### config.mk
export PLATFORM = sky130hd
export DESIGN_NAME = fsk_mod
export DESIGN_NICKNAME = d
export VERILOG_FILES = /design/src/rtl/fsk_pkg.sv /design/src/rtl/fsk_cfg_latch.sv /design/src/rtl/fsk_bit_timer.sv /design/src/rtl/fsk_tone_step.sv /design/src/rtl/fsk_phase_acc.sv /design/src/rtl/fsk_mod.sv
export SDC_FILE = /design/constraint.sdc
export NUM_CORES = 1
export LEC_CHECK = 0
export BUFFER_PORTS_ARGS = -buffer_cell sky130_fd_sc_hd__buf_2
export CAP_MARGIN = 25
export CORE_MARGIN = 3
export CORE_UTILIZATION = 50
export CTS_BUF_LIST = sky130_fd_sc_hd__clkbuf_4
export DETAILED_ROUTE_END_ITERATION = 6
export HOLD_SLACK_MARGIN = 0.08
export MAX_ROUTING_LAYER = met4
export PLACE_DENSITY_LB_ADDON = 0.15
export REMOVE_ABC_BUFFERS = 1
export SETUP_SLACK_MARGIN = 0.02
export SYNTH_ARGS = -nofsm -noshare
export SYNTH_HDL_FRONTEND = slang
export SYNTH_SLANG_ARGS = --single-unit
### constraint.sdc
create_clock -name clk -period 3.45 [get_ports clk]
set_input_delay 0.69 -clock clk [delete_from_list [all_inputs] [get_ports clk]]
set_output_delay 0.69 -clock clk [all_outputs]
set_load 0.01 [all_outputs]
### src/rtl/fsk_pkg.sv
`timescale 1ns/1ps
// fsk_pkg: shared types and constant functions for the FSK modulator.
// Assumes frequencies are given in units of 0.1 Hz and the accumulator
// is no wider than 40 bits, so the step computation fits in 64 bits.
package fsk_pkg;

    // Bit-rate codes; the numeric value k gives rate 600*(k+1) bit/s.
    typedef enum logic [1:0] {
        RATE_600  = 2'd0,
        RATE_1200 = 2'd1,
        RATE_1800 = 2'd2,
        RATE_2400 = 2'd3
    } rate_e;

    // Configuration captured while the transmitter is idle.
    typedef struct packed {
        rate_e rate;
        logic  space_alt;
    } fsk_cfg_t;

    localparam fsk_cfg_t CFG_RESET = '{rate: RATE_2400, space_alt: 1'b0};

    // Rounded phase step for a tone of f_dhz (0.1 Hz units).
    function automatic longint unsigned phase_step(
        input longint unsigned f_dhz,
        input longint unsigned clk_hz,
        input int unsigned     acc_w
    );
        longint unsigned num;
        longint unsigned den;
        num = (f_dhz << acc_w) + (64'd5 * clk_hz);
        den = 64'd10 * clk_hz;
        return num / den;
    endfunction

endpackage

### src/rtl/fsk_cfg_latch.sv
`timescale 1ns/1ps
// fsk_cfg_latch: follows rate and tone inputs while the transmitter is
// idle and freezes them while tx_en is high.
// Assumes inputs are synchronous to clk.
module fsk_cfg_latch
    import fsk_pkg::*;
(
    input  logic       clk,
    input  logic       rst_n,
    input  logic       tx_en,
    input  logic [1:0] rate_sel,
    input  logic       tone_sel,
    output fsk_cfg_t   cfg_q
);

    // Capture configuration only on idle edges.
    always_ff @(posedge clk) begin
        if (!rst_n) begin
            cfg_q <= CFG_RESET;
        end else if (!tx_en) begin
            cfg_q <= '{rate: rate_e'(rate_sel), space_alt: tone_sel};
        end
    end

endmodule

### src/rtl/fsk_bit_timer.sv
`timescale 1ns/1ps
// fsk_bit_timer: counts bit periods and runs the input handshake.
// Ready is high when enabled and the counter is zero. An accepted bit
// reloads the counter with its period minus one. The sending flag marks
// the cycles in which the oscillator must advance.
// Assumes each period is at least 2 cycles.
module fsk_bit_timer #(
    parameter int unsigned CLK_HZ    = 125_000_000,
    parameter int unsigned BASE_BPS  = 600,
    parameter int unsigned NUM_RATES = 4,
    parameter int unsigned RIDX_W    = 2,
    parameter int unsigned CNT_W     = 18
) (
    input  logic              clk,
    input  logic              rst_n,
    input  logic              tx_en,
    input  logic [RIDX_W-1:0] rate_idx,
    input  logic              bit_valid,
    output logic              bit_ready,
    output logic              bit_load,
    output logic              sending,
    output logic [CNT_W-1:0]  cnt
);

    logic [CNT_W-1:0] period_tbl [NUM_RATES];
    logic [CNT_W-1:0] cur_period;

    // One period constant for each rate code.
    for (genvar g = 0; g < NUM_RATES; g++) begin : g_period
        localparam int unsigned BIT_CYC = CLK_HZ / (BASE_BPS * (g + 1));
        assign period_tbl[g] = CNT_W'(BIT_CYC);
    end

    // Period selected by the frozen rate code.
    assign cur_period = period_tbl[rate_idx];

    // Handshake at the boundary.
    assign bit_ready = tx_en && (cnt == '0);
    assign bit_load  = bit_ready && bit_valid;

    // Down-counter for the cycles left in the current bit.
    always_ff @(posedge clk) begin
        if (!rst_n || !tx_en) begin
            cnt <= '0;
        end else if (bit_load) begin
            cnt <= cur_period - 1'b1;
        end else if (cnt != '0) begin
            cnt <= cnt - 1'b1;
        end
    end

    // Marks whether a bit is being sent; drops at a stalled boundary.
    always_ff @(posedge clk) begin
        if (!rst_n || !tx_en) begin
            sending <= 1'b0;
        end else if (cnt == '0) begin
            sending <= bit_valid;
        end
    end

endmodule

### src/rtl/fsk_tone_step.sv
`timescale 1ns/1ps
// fsk_tone_step: holds the phase step for the bit being sent. It loads
// a new step only when a bit is accepted.
// Assumes tone frequencies are in 0.1 Hz units and lie below CLK_HZ/2.
module fsk_tone_step
    import fsk_pkg::*;
#(
    parameter int unsigned CLK_HZ     = 125_000_000,
    parameter int unsigned ACC_W      = 32,
    parameter int unsigned MARK_DHZ   = 1_333_000,
    parameter int unsigned SPACE0_DHZ = 1_318_000,
    parameter int unsigned SPACE1_DHZ = 1_304_000
) (
    input  logic             clk,
    input  logic             rst_n,
    input  logic             bit_load,
    input  logic             bit_data,
    input  logic             space_alt,
    output logic [ACC_W-1:0] step
);

    localparam logic [ACC_W-1:0] STEP_MARK =
        ACC_W'(phase_step(64'(MARK_DHZ), 64'(CLK_HZ), ACC_W));

    logic [ACC_W-1:0] space_tbl [2];

    // Steps for the two selectable low tones.
    for (genvar g = 0; g < 2; g++) begin : g_space
        localparam int unsigned F_DHZ = (g == 0) ? SPACE0_DHZ : SPACE1_DHZ;
        assign space_tbl[g] = ACC_W'(phase_step(64'(F_DHZ), 64'(CLK_HZ), ACC_W));
    end

    // Load the step for each accepted bit.
    always_ff @(posedge clk) begin
        if (!rst_n) begin
            step <= '0;
        end else if (bit_load) begin
            step <= bit_data ? STEP_MARK : space_tbl[space_alt];
        end
    end

endmodule

### src/rtl/fsk_phase_acc.sv
`timescale 1ns/1ps
// fsk_phase_acc: phase accumulator that wraps modulo 2^ACC_W.
// Assumes clear has priority over advance.
module fsk_phase_acc #(
    parameter int unsigned ACC_W = 32
) (
    input  logic             clk,
    input  logic             rst_n,
    input  logic             clear,
    input  logic             advance,
    input  logic [ACC_W-1:0] step,
    output logic [ACC_W-1:0] acc
);

    // Advance or clear the phase.
    always_ff @(posedge clk) begin
        if (!rst_n || clear) begin
            acc <= '0;
        end else if (advance) begin
            acc <= acc + step;
        end
    end

endmodule

### src/rtl/fsk_mod.sv
`timescale 1ns/1ps
// fsk_mod: two-tone FSK modulator top. It ties together the
// configuration latch, the bit timer, the tone step register and the
// phase accumulator. The output is the top bit of the accumulator.
// Assumes CLK_HZ is well above twice the highest tone.
module fsk_mod
    import fsk_pkg::*;
#(
    parameter int unsigned CLK_HZ     = 125_000_000,
    parameter int unsigned BASE_BPS   = 600,
    parameter int unsigned ACC_W      = 32,
    parameter int unsigned MARK_DHZ   = 1_333_000,
    parameter int unsigned SPACE0_DHZ = 1_318_000,
    parameter int unsigned SPACE1_DHZ = 1_304_000
) (
    input  logic       clk,
    input  logic       rst_n,
    input  logic       tx_en,
    input  logic       bit_valid,
    input  logic       bit_data,
    output logic       bit_ready,
    input  logic [1:0] rate_sel,
    input  logic       tone_sel,
    output logic       fsk_out
);

    localparam int unsigned NUM_RATES = 4;
    localparam int unsigned RIDX_W    = $clog2(NUM_RATES);
    localparam int unsigned CNT_W     = $clog2(CLK_HZ / BASE_BPS + 1);

    fsk_cfg_t         cfg_q;
    logic             bit_load;
    logic             sending;
    logic [CNT_W-1:0] bit_cnt;
    logic [ACC_W-1:0] step;
    logic [ACC_W-1:0] phase_acc;

    fsk_cfg_latch u_cfg (
        .clk      (clk),
        .rst_n    (rst_n),
        .tx_en    (tx_en),
        .rate_sel (rate_sel),
        .tone_sel (tone_sel),
        .cfg_q    (cfg_q)
    );

    fsk_bit_timer #(
        .CLK_HZ    (CLK_HZ),
        .BASE_BPS  (BASE_BPS),
        .NUM_RATES (NUM_RATES),
        .RIDX_W    (RIDX_W),
        .CNT_W     (CNT_W)
    ) u_timer (
        .clk       (clk),
        .rst_n     (rst_n),
        .tx_en     (tx_en),
        .rate_idx  (RIDX_W'(cfg_q.rate)),
        .bit_valid (bit_valid),
        .bit_ready (bit_ready),
        .bit_load  (bit_load),
        .sending   (sending),
        .cnt       (bit_cnt)
    );

    fsk_tone_step #(
        .CLK_HZ     (CLK_HZ),
        .ACC_W      (ACC_W),
        .MARK_DHZ   (MARK_DHZ),
        .SPACE0_DHZ (SPACE0_DHZ),
        .SPACE1_DHZ (SPACE1_DHZ)
    ) u_step (
        .clk       (clk),
        .rst_n     (rst_n),
        .bit_load  (bit_load),
        .bit_data  (bit_data),
        .space_alt (cfg_q.space_alt),
        .step      (step)
    );

    fsk_phase_acc #(
        .ACC_W (ACC_W)
    ) u_acc (
        .clk     (clk),
        .rst_n   (rst_n),
        .clear   (!tx_en),
        .advance (sending),
        .step    (step),
        .acc     (phase_acc)
    );

    // Carrier is the accumulator's top bit.
    assign fsk_out = phase_acc[ACC_W-1];

endmodule

=== Word-level counts from Yosys, hierarchy flattened ===
Index checks and enable logic that the tools add are counted.

* Add/subtract/negate cells: 3
* Bitwise gates (word level): 2
* Order comparisons: 2
* Muxes and demuxes: 9
* Reductions and logical operators: 8

{| class="wikitable"
|+ Operator list
! cell !! count
|-
| 2-to-1 mux 32 bit || 3
|-
| 2-to-1 mux 18 bit || 4
|-
| binary-select mux 18 bit (select 2 bit) || 1
|-
| subtractor 18 x 1 -> 18 bit (second input constant) || 2
|-
| adder 32 bit || 1
|-
| logical NOT 18 bit || 1
|-
| nonzero test 18 bit || 1
|-
| 2-to-1 mux 17 bit || 1
|-
| greater-or-equal comparator 3 bit (second input constant) || 1
|-
| inverter 2 -> 3 bit || 1
|-
| greater-or-equal comparator 2 bit (second input constant) || 1
|-
| logical AND 1 bit || 2
|-
| logical NOT 1 bit || 2
|-
| inverter 1 -> 2 bit || 1
|-
| nonzero test 2 bit || 1
|-
| logical OR 1 bit || 1
|}

* Input bits: 8
* Register bits after elaboration: 86

=== Depth between registers and ports, before layout ===
Gate-level depths: netlist of run 1.

* Depth in word-level cells: 6
* Depth in mapped cells: 13

=== Modules after synthesis ===
A second synthesis of run 1 with hierarchy kept.

* Cell total of the unflattened synthesis: 531
* Area, all modules: 4,421.7 um2

{| class="wikitable"
|+ By module, submodules not included
! module !! instances !! area each (um2) !! cells each !! sequential area each (um2)
|-
| fsk_phase_acc || 1 || 2,733.9 || 338 || 640.6
|-
| fsk_bit_timer || 1 || 1,168.6 || 136 || 380.4
|-
| fsk_tone_step || 1 || 411.6 || 47 || 120.1
|-
| fsk_cfg_latch || 1 || 103.8 || 9 || 60.1
|-
| fsk_mod || 1 || 3.8 || 1 || 0.0
|}

=== Worst setup path after synthesis of run 1 ===
No wires, ideal clock.

* Path type: input -> register
* From: in tx_en
* To: reg u_timer.cnt[14]
* Path buffers: 2
* Arrival: 3,345 ps
* Setup time: 91 ps
* Setup slack: 14 ps
* Stages on the path: 12
* Cell sequence: clkbuf_1 and2_1 nand3_1 clkbuf_1 nor2_1 nor2_1 ha_1 or3b_2 nor4b_1 o311a_1 a211oi_1 a311oi_1

* Longest elaborated chain between the ends: 3
* Elaborated cells between the ends (all ways): 6
* Classes of those cells: 1 x mux; 5 x reduce/logical

{| class="wikitable"
|+ Ends and longest elaborated chain
! what !! line !! text
|-
| start, declared || fsk_mod.sv:18 || <nowiki>input logic tx_en,</nowiki>
|-
| logical AND 1 bit || fsk_bit_timer.sv:38 || <nowiki>assign bit_ready = tx_en && (cnt == '0);</nowiki>
|-
| logical AND 1 bit || fsk_bit_timer.sv:39 || <nowiki>assign bit_load = bit_ready && bit_valid;</nowiki>
|-
| 2-to-1 mux 18 bit or nonzero test 2 bit (tied branches) || -- ||
|-
| end signal, assigned || fsk_bit_timer.sv:46 || <nowiki>cnt <= cur_period - 1'b1;</nowiki>
|-
| end signal, assigned || fsk_bit_timer.sv:48 || <nowiki>cnt <= cnt - 1'b1;</nowiki>
|-
| end, declared || fsk_bit_timer.sv:22 || <nowiki>output logic [CNT_W-1:0] cnt</nowiki>
|}

Several ways; a longest one is shown, not always the timed one.
A chain may end at the register's enable or synchronous reset.

=== Final worst setup path of run 1 ===
* From: reg u_timer.cnt[14]
* To: reg u_timer.cnt[14]

* Longest elaborated chain between the ends: 4
* Elaborated cells between the ends (all ways): 8
* Classes of those cells: 1 x add/sub; 2 x mux; 5 x reduce/logical

{| class="wikitable"
|+ Ends and longest elaborated chain
! what
|-
| parallel branches: the longest is 4 deep, another holds subtractor 18 x 1 -> 18 bit
|}

Parallel ways; which one is timed is not known. The select of a mux whose other input is x is not followed.

==> results of run 1 <==
power groups by stage:
stage	clock network, W	registers (W)	logic (W)
global route	0.000595	0.000957	0.00161
global placement	0	0.000951	0.00140
detailed placement	0	0.000953	0.00142
finish	0.000548	0.000940	0.00144
floorplan	0	0.000927	0.00112
CTS	0.000568	0.000939	0.00143
worst max-delay path, stage by stage, from the launching register on:
cell and delay, ns:
dfxtp_1 0.43, nor4_1 0.12, and2_0 0.24, nand3_1 0.15, nor2_1 0.06, nor2_1 0.09, ha_1 0.20, or3b_2 0.50
nor4b_1 0.38, o311a_1 0.33, a211oi_1 0.10, a311oi_1 0.26
stage by stage:
stage          worst slack (ns)  hold WS [ns]   util  power (W)
2_1_floorplan             0.170         0.439      -    0.00205
3_3_place_gp              0.292         0.446  0.545    0.00235
3_5_place_dp              0.243         0.459  0.545    0.00237
4_1_cts                   0.486         0.475  0.565    0.00294
5_1_grt                   0.170         0.462  0.565    0.00316
6_report                  0.485         0.470  0.565    0.00293
registers in the layout, indices dropped and copies added (netlist names):
| register | cells |
|---|---|
| u_timer.cnt | 18 |
| u_timer.sending | 1 |
| u_acc.acc | 32 |
| u_step.step | 6 |
| u_cfg.cfg_q | 3 |
metal layers:
metal / part of all wire / vias to the layer above
met2: 0.46 / 73
met1: 0.49 / 1713
met5: 0 / -
li1: - / 1881
met3: 0.035 / 10
met4: 0.012 / 0
cell usage after synthesis, types with 12 or more instances:
master	count
nand3_1	20
nand2_1	50
nor2_1	43
ha_1	25
nor4_1	12
nor3_1	27
o21ai_0	25
a211oi_1	22
dfxtp_1	60
a21oi_1	30
inv_1	15
clkbuf_1	18
worst max-delay path by stage:
stage / cells after the start / slack, ns / endpoint
floorplan: 10 / 0.17 / u_timer.cnt[14]
global placement: 12 / 0.29 / u_timer.cnt[16]
global route: 11 / 0.17 / u_timer.cnt[14]
CTS: 12 / 0.49 / u_timer.cnt[14]
detailed placement: 11 / 0.24 / u_timer.cnt[14]
finish: 11 / 0.48 / u_timer.cnt[14]
kinds of logic after synthesis:
kind of cell,synth area share
AND/OR/NAND/NOR,0.271
AO/OA/AOI/OAI,0.251
flip-flops,0.306
buffers and inverters,0.0415
adder cells (fa/ha/maj),0.0848
XOR/XNOR,0.0246
multiplexers,0.0207
layout by cell type (no fill, tap or decap), drive strengths merged, types with 3 or more instances in the layout:
| cell type | count |
|---|---|
| dfxtp | 60 |
| nand2 | 50 |
| nor2 | 44 |
| a21oi | 30 |
| nor3 | 28 |
| o21ai | 27 |
| ha | 25 |
| a211oi | 22 |
| nand3 | 20 |
| buf | 19 |
| inv | 15 |
| nor4 | 12 |
| o211ai | 11 |
| xnor2 | 10 |
| clkbuf | 9 |
| nand4 | 8 |
| a311oi | 7 |
| or3 | 7 |
| mux2i | 7 |
| nor2b | 6 |
| and3 | 5 |
| a21o | 5 |
| o21a | 5 |
| o22ai | 5 |
| o311ai | 5 |
| and2 | 4 |
| a2111o | 3 |
| o31a | 3 |
| o21bai | 3 |
| nand4b | 3 |
| or4 | 3 |
| or2 | 3 |
| clkinv | 3 |
final cells by class:
cell class	count	area, µm²
Tap cell	99	124
Timing Repair Buffer	19	120
Multi-Input combinational cell	393	2560
Clock inverter	6	80.1
Sequential cell	60	1200
Inverter	15	56.3
Fill cell	731	3240
Clock buffer	9	67.6
==> metrics.yaml, run 1 <==
global_routing:
  grt_pass1_vias: 3431
  grt_util_all_layers: 0.223
  antenna_found_initial: 0
  gr-usage-met3: 0.0534
  overflow: 0
  grt_pass1_wl_um: 15400
  top_usage_layer: "met2"
  grt_max_degree: 26
  grtUsageMet2: 0.360
  met1_usage: 0.277
cts:
  cts_sinks: 60
  max-clock-path-buffers: 2
  htree_num_levels: 3
  cts-root-buf: "clkbuf_4"
  post_cts_buffers: 0
  clk_transition_reported_paths_ns: 0.10
  cts_hold_buf: 0
  ctsResizeCount: 0
  cts_buffers: 9
  cts_tree: "yes"
  insertion_delay_ns: 0.40
floorplan:
  die_area_um2: 8950
  io_pins: 10
  die_y_um: 94.6
  coreArea_um2: 7450
  placement_rows: 31
  die_width_um: 94.6
  initial_core_util: 0.527
worst_setup_path:
  cp-startpoint: "u_timer.cnt[14]"
  crit_type: "reg -> reg"
  r2r_end: "u_timer.cnt[14]"
  critPathMaxFanout: 6
  r2r-start: "u_timer.cnt[14]"
  worst_r2r_path_depth: 11
  critPathLaunchType: "flip-flop"
  required_ns: 3.75
  r2r_slack_ns: 0.48
  critical_path.endpoint_type: "flip-flop"
  critPathArrivalTime_ns: 3.27
synth:
  synth_cell_types: 66
  ys_seq_area_frac: 0.306
  ys_ff_latch: 60
  synth_largest_area_cell: "dfxtp_1"
  ys_top_cells_by_area: "dfxtp_1 31%, ha_1 8.0%, nand2_1 4.8%, a211oi_1 4.2%, nor2_1 4.1%"
  synth-main-ff-cell: "dfxtp_1"
  synth.avg_cell_area_um2: 7.98
  yosysWarnings: 0
  syn-instance-count: 492
  synth-edff-count: 0
  synth_area_um2: 3920
  synth_top_cell_area_share: 0.306
  synthArstFlopShare: 0
detailed_routing:
  viasPerCell: 6.12
  drt_iter0_drc: 182
  drt_first_pass_iters: 5
  detail_route.wl_per_cell_um: 15.3
  finalWirelength_um: 9190
  vias: 3677
  route.detailed.drc: 0
  ant_nets: 0
power_and_ir_drop:
  comb_power_share: 0.492
  p_sw_w: 0.00121
  peakVddDrop_mv: 0.599
  pwr-share-seq: 0.321
  p_int_w: 0.00172
  switching_share: 0.413
  power_leakage_nw: 1.57
  p_clk_frac: 0.187
  power_density_nw_per_um2: 696
sta:
  fin_crit_ns: 2.97
  hold_violations: 0
  drv_slew: 0
  rsz0062_at_grt: "false"
  fin_crit_sh: 0.860
  worst_clock_skew_ns: 0.00953
  setup_tns_ns: 0
  worstMarginPinSlew_ns: 0.801
  slew_headroom: 0.466
  timing.fmax_mhz: 337
  finalSetupViolCount: 0
worst_hold_path:
  hp-start: "u_timer.sending"
  worstHoldPathType: "reg -> reg"
  whs_path_depth: 2
  min_to: "u_timer.sending"
placed_design:
  dp.cells: 586
  placed_cell_area_um2: 4060
  portBuffers: 9
  hpwl_um: 6380
  gp_congestion: 0.868
run_status:
  status: "complete, no violations"
finish:
  stdcell_count: 601
  fin_area_um2: 4210
  area_growth_pct: 7.27
  drive_gt1_frac: 0.0936
  n_antenna_cell: 0
  num-nets-final: 532
job:
  drv_cap: 0
Power figures use the tool's default switching activity.
==> run 2, diff against run 1 <==
--- a/config.mk
+++ b/config.mk
@@ -5,6 +5,7 @@
 export SDC_FILE = /design/constraint.sdc
 export NUM_CORES = 1
 export LEC_CHECK = 0
+export ABC_AREA = 1
 export BUFFER_PORTS_ARGS = -buffer_cell sky130_fd_sc_hd__buf_2
 export CAP_MARGIN = 25
 export CORE_MARGIN = 3
==> run 2 against run 1 <==
Effect of this change: clock-buffer cell count did not move; global-route usage rose by 2.1 points; clock skew rose by 0.015 ns; non-clock buffer count fell by 7; sequential share of layout area fell by 1.1 points.
==> metrics.yaml, run 2 <==
sta:
  rsz0062_at_grt: "false"
  drv_slew: 0
  worst_clock_skew_ns: 0.0250
  layout_setup_ws_ns: 0.992
  timing.fmax_mhz: 407
  finalSetupViolCount: 0
  setup_tns_ns: 0
  fin_crit_ns: 2.46
  worstMarginPinSlew_ns: 0.714
  fin_crit_sh: 0.712
  slew_headroom: 0.523
  hold_violations: 0
detailed_routing:
  ant_nets: 0
  vias: 4000
  route.detailed.drc: 0
  detail_route.wl_per_cell_um: 14.2
  finalWirelength_um: 10400
  drt_iter0_drc: 237
  viasPerCell: 5.46
  drt_first_pass_iters: 5
placed_design:
  hpwl_um: 8110
  place_worst_setup_slack_ns: 1.01
  portBuffers: 9
  gp_congestion: 1.03
finish:
  num-nets-final: 660
  largest_reg_flops: 32
  regArea_um2: 1200
  n_antenna_cell: 0
  final_common_cell: "nand2_1"
  drive_gt1_frac: 0.0983
  final_cell_mix: "109 x nand2_1, 104 x nor2_1, 73 x inv_1"
  largest-register: "u_acc.acc"
  n_fill_cell: 798
  multi_input_area_um2: 2560
  area_growth_pct: 6.96
  top_regs: "u_acc.acc: 32 flops, u_timer.cnt: 18 flops, u_step.step: 6 flops"
worst_setup_path:
  critPathLaunchType: "flip-flop"
  required_ns: 3.77
  crit_type: "reg -> reg"
  critical_path.endpoint_type: "flip-flop"
  critPathArrivalTime_ns: 2.78
  critPathMaxFanout: 5
global_routing:
  antenna_found_initial: 0
  grt_max_degree: 31
  overflow: 0
  grt_pass1_vias: 3749
  grt_util_all_layers: 0.245
  grt_pass1_wl_um: 17200
synth:
  synthTopCellsByCount: "109 x nand2_1, 104 x nor2_1, 73 x inv_1"
  synth_largest_area_cell: "dfxtp_1"
  ys_ff_latch: 60
  yosysMostFrequentCell: "nand2_1"
  syn-instance-count: 615
  synth-edff-count: 0
  ys_seq_area_frac: 0.293
  synth_top_cell_area_share: 0.293
  synth_area_um2: 4100
  synthArstFlopShare: 0
  synth_cell_types: 44
  yosysWarnings: 0
  ys_top_cells_by_area: "dfxtp_1 29%, nand2_1 10%, nor2_1 9.5%, ha_1 7.6%, a21oi_1 6.7%"
  synth.avg_cell_area_um2: 6.67
  synth-main-ff-cell: "dfxtp_1"
worst_hold_path:
  worstHoldPathType: "reg -> reg"
cts:
  ctsResizeCount: 0
  cts_sinks: 60
  clk_transition_reported_paths_ns: 0.13
  insertion_delay_ns: 0.42
  cts_buffers: 9
  post_cts_buffers: 0
  htree_num_levels: 3
  cts-root-buf: "clkbuf_4"
  cts_tree: "yes"
  cts_hold_buf: 0
  max-clock-path-buffers: 2
floorplan:
  initial_core_util: 0.522
  coreArea_um2: 7850
  die_y_um: 96.6
  die_width_um: 96.6
  die_area_um2: 9320
  placement_rows: 32
  io_pins: 10
power_and_ir_drop:
  power_density_nw_per_um2: 814
  power_leakage_nw: 1.98
  peakVddDrop_mv: 0.355
run_status:
  status: "complete, no violations"
job:
  drv_cap: 0
-- run 2: changes by cell type in the layout (fill, tap and decap cells not counted), sizes merged, moves of 14 or more --
cell	delta
nand3	+17
a211oi	-22
nor3	-17
a21oi	+27
o21ai	+14
nor2	+73
inv	+63
nand2	+61
-- run 2: final timing paths --
kind / cells past startpoint / endpoint / slack (ns) / from
worst max-delay path: 10 / u_acc.acc[27] / 0.99 / u_step.step[18]
worst min-delay path: 1 / u_timer.cnt[0] / 0.47 / u_timer.cnt[0]
worst max register to register: 10 / u_acc.acc[27] / 0.99 / u_step.step[18]
worst min register to register: 1 / u_timer.cnt[0] / 0.47 / u_timer.cnt[0]
-- run 2: power by group --
part | internal (W) | total, W | switching (W) | leakage (nW)
combinational | 0.000730 | 0.00211 | 0.00138 | 1.42
clock | 0.000224 | 0.000529 | 0.000305 | 0.0725
sequential | 0.000818 | 0.000932 | 0.000113 | 0.486
-- run 2: layer usage --
layer / GRT usage / vias up / share of wire
li1: - / 2050 / -
met1: 0.285 / 1820 / 0.45
met2: 0.413 / 87 / 0.47
met3: 0.0364 / 43 / 0.038
met4: 0.117 / 0 / 0.036
met5: - / - / 0
-- run 2: layout make-up --
cell class,instances,area share
clock buffer,9,0.0154
clock inverter,7,0.0174
inverter,77,0.0659
multi-input combinational,466,0.583
sequential,60,0.274
tap,102,0.0291
timing repair buffer,12,0.0154
-- run 2: logic make-up (layout without fill, tap and decap cells) --
| family | Yosys count | count (layout) | synth area share |
|---|---|---|---|
| AO/OA/AOI/OAI | 125 | 125 | 0.180 |
| XOR/XNOR | 18 | 18 | 0.0384 |
| adder cells (fa/ha/maj) | 26 | 26 | 0.0812 |
| buffers and inverters | 89 | 105 | 0.0836 |
| flip-flops | 60 | 60 | 0.293 |
| AND/OR/NAND/NOR | 297 | 297 | 0.324 |
-- run 2: through the flow --
stage               utilization  hold slack (ns)  cell area [µm²]  power (W)  cells
floorplan                     -            0.427             4050    0.00258    603
global placement          0.540            0.446             4240    0.00299    717
detailed placement        0.540            0.451             4240    0.00303    717
CTS                       0.559            0.465             4390    0.00356    733
global route              0.559            0.499             4390    0.00387    733
finish                    0.559            0.467             4390    0.00357    733
-- run 2: critical path: stages, from the launching register on --
cell and delay [ns]:
dfxtp_1 0.43, ha_1 0.42, nand2_1 0.12, nor2_1 0.21, inv_1 0.06, nor2_1 0.19
inv_1 0.06, o211ai_1 0.43, nand3_1 0.20, a21oi_1 0.17, nor2_1 0.06
==> run 3, diff against run 2 <==
==> constraint.sdc (replaced) <==
create_clock -name clk -period 2.5 [get_ports clk]
set_input_delay 0.5 -clock clk [delete_from_list [all_inputs] [get_ports clk]]
set_output_delay 0.5 -clock clk [all_outputs]
set_load 0.01 [all_outputs]
==> run 3 against run 2 <==
Effect of this change: clock power up 23%; die area stayed put; final cell count is 0.55% higher; sequential power up 36%; fmax grew 8.1%; wire length up 3.9%; hold slack lost 0.16 ns; setup slack lost 0.77 ns; utilization grew 0.48 points; flip-flop and latch count stayed put; critical endpoint unchanged; largest cell class unchanged; highest routed layer unchanged.
==> metrics.yaml, run 3 (synthesis gave the netlist of run 2 again) <==
run_status:
  status: "complete, no violations"
finish:
  area_growth_pct: 7.87
  top_regs: "u_acc.acc: 32 flops, u_timer.cnt: 18 flops, u_step.step: 6 flops"
  largest_reg_flops: 32
  num-nets-final: 666
  final_cell_mix: "108 x nand2_1, 104 x nor2_1, 73 x inv_1"
  final_common_cell: "nand2_1"
  n_antenna_cell: 0
  drive_gt1_frac: 0.110
  largest-register: "u_acc.acc"
  fin_area_um2: 4420
worst_setup_path:
  critPathMaxFanout: 5
  max_stage_delay_ns: 0.44
  path_common_cell: "nor2_1"
  endpoint: "u_acc.acc[27]"
  cp_slowest_cell: "dfxtp_1"
  required_ns: 2.80
  worst_r2r_path_depth: 10
  crit_type: "reg -> reg"
  critPathLaunchType: "flip-flop"
  critical_path.endpoint_type: "flip-flop"
  cp-startpoint: "u_step.step[18]"
  critPathArrivalTime_ns: 2.58
  r2r_end: "u_acc.acc[27]"
  r2r-start: "u_step.step[18]"
  r2r_slack_ns: 0.23
  crit_path_cell_trace: "ha_1 -> nand2_1 -> nor2_1 -> inv_1 -> nor2_1 -> inv_1 -> o211ai_1 -> nand3_1 -> a21oi_1 -> nor2_1"
cts:
  cts_buffers: 9
  cts-root-buf: "clkbuf_4"
  clk_transition_reported_paths_ns: 0.11
  ctsResizeCount: 0
  cts_hold_buf: 0
  htree_num_levels: 3
  post_cts_buffers: 0
  cts_tree: "yes"
  insertion_delay_ns: 0.40
  max-clock-path-buffers: 2
  cts_sinks: 60
detailed_routing:
  vias: 3948
  viasPerCell: 5.36
  route.detailed.drc: 0
  drt_first_pass_iters: 6
  ant_nets: 0
  drt_iter0_drc: 203
  finalWirelength_um: 10800
  detail_route.wl_per_cell_um: 14.6
global_routing:
  antenna_found_initial: 0
  grt_max_degree: 34
  grt_pass1_vias: 3685
  grt_pass1_wl_um: 17700
  overflow: 0
  grt_util_all_layers: 0.256
sta:
  finalSetupViolCount: 0
  drv_slew: 0
  worst_clock_skew_ns: 0.0142
  hold_violations: 0
  fin_crit_sh: 0.909
  slew_headroom: 0.673
  hold_ws_ns: 0.306
  fin_crit_ns: 2.27
  rsz0062_at_grt: "true"
  worstMarginPinSlew_ns: 0.489
  timing.fmax_mhz: 440
job:
  drv_cap: 0
power_and_ir_drop:
  pwr-share-seq: 0.257
  comb_power_share: 0.611
  p_sw_w: 0.00245
  peakVddDrop_mv: 0.371
  p_int_w: 0.00250
  power_density_nw_per_um2: 1120
  power_leakage_nw: 2.01
  p_clk_frac: 0.132
  switching_share: 0.495
  power.total_w: 0.00494
placed_design:
  placed_cell_area_um2: 4290
  hpwl_um: 8320
  portBuffers: 9
  gp_congestion: 1.10
floorplan:
  io_pins: 10
  die_area_um2: 9320
  die_y_um: 96.6
  initial_core_util: 0.522
  placement_rows: 32
  coreArea_um2: 7850
  die_width_um: 96.6
worst_hold_path:
  worstHoldPathType: "in -> reg"
  hp-start: "rate_sel[0]"
## run 3: through the flow
step           instances  setup TNS (ns)   util  worst slack, ns
2_1_floorplan        603               0      -            0.362
3_3_place_gp         723               0  0.546            0.175
3_5_place_dp         723               0  0.546            0.107
4_1_cts              737               0  0.561           0.0670
5_1_grt              737         -0.0301  0.564          -0.0301
6_report             737               0  0.564            0.227
## run 3: how the worst min path moves through the flow
| stage | to | slack [ns] | cells past startpoint |
|---|---|---|---|
| 5_1_grt | u_cfg.cfg_q[1] | 0.29 | 3 |
| 3_3_place_gp | u_timer.cnt[0] | 0.45 | 1 |
| 6_report | u_cfg.cfg_q[1] | 0.31 | 3 |
| 3_5_place_dp | u_timer.cnt[0] | 0.45 | 1 |
| 2_1_floorplan | u_timer.cnt[0] | 0.43 | 1 |
| 4_1_cts | u_cfg.cfg_q[1] | 0.29 | 3 |
## run 3: final cells by class
cell class / instances / area, µm²
Inverter: 77 / 289
Clock inverter: 4 / 42.5
Multi-Input combinational cell: 466 / 2570
Fill cell: 827 / 3420
Timing Repair Buffer: 18 / 113
Tap cell: 102 / 128
Clock buffer: 10 / 75.1
Sequential cell: 60 / 1200
## run 3: per-layer routing
metal | part of all wire | GRT usage | vias up
li1 | - | - | 2053
met5 | 0 | - | -
met2 | 0.49 | 0.443 | 86
met1 | 0.45 | 0.299 | 1788
met4 | 0.021 | 0.0783 | 0
met3 | 0.035 | 0.0503 | 21
## run 3: worst max-delay path, delay by kind of cell, from the launching register on
family / cells / cell delay [ns]
compound gates: 2 / 0.53
fa+ha+maj: 1 / 0.41
buf+inv: 2 / 0.12
flops: 1 / 0.44
simple gates: 5 / 0.68
## run 3: power by group through the flow
stage | logic, W | clock network (W) | registers [W]
finish | 0.00302 | 0.000652 | 0.00127
global placement | 0.00290 | 0 | 0.00128
CTS | 0.00300 | 0.000668 | 0.00127
global route | 0.00340 | 0.000708 | 0.00129
floorplan | 0.00229 | 0 | 0.00127
detailed placement | 0.00297 | 0 | 0.00129
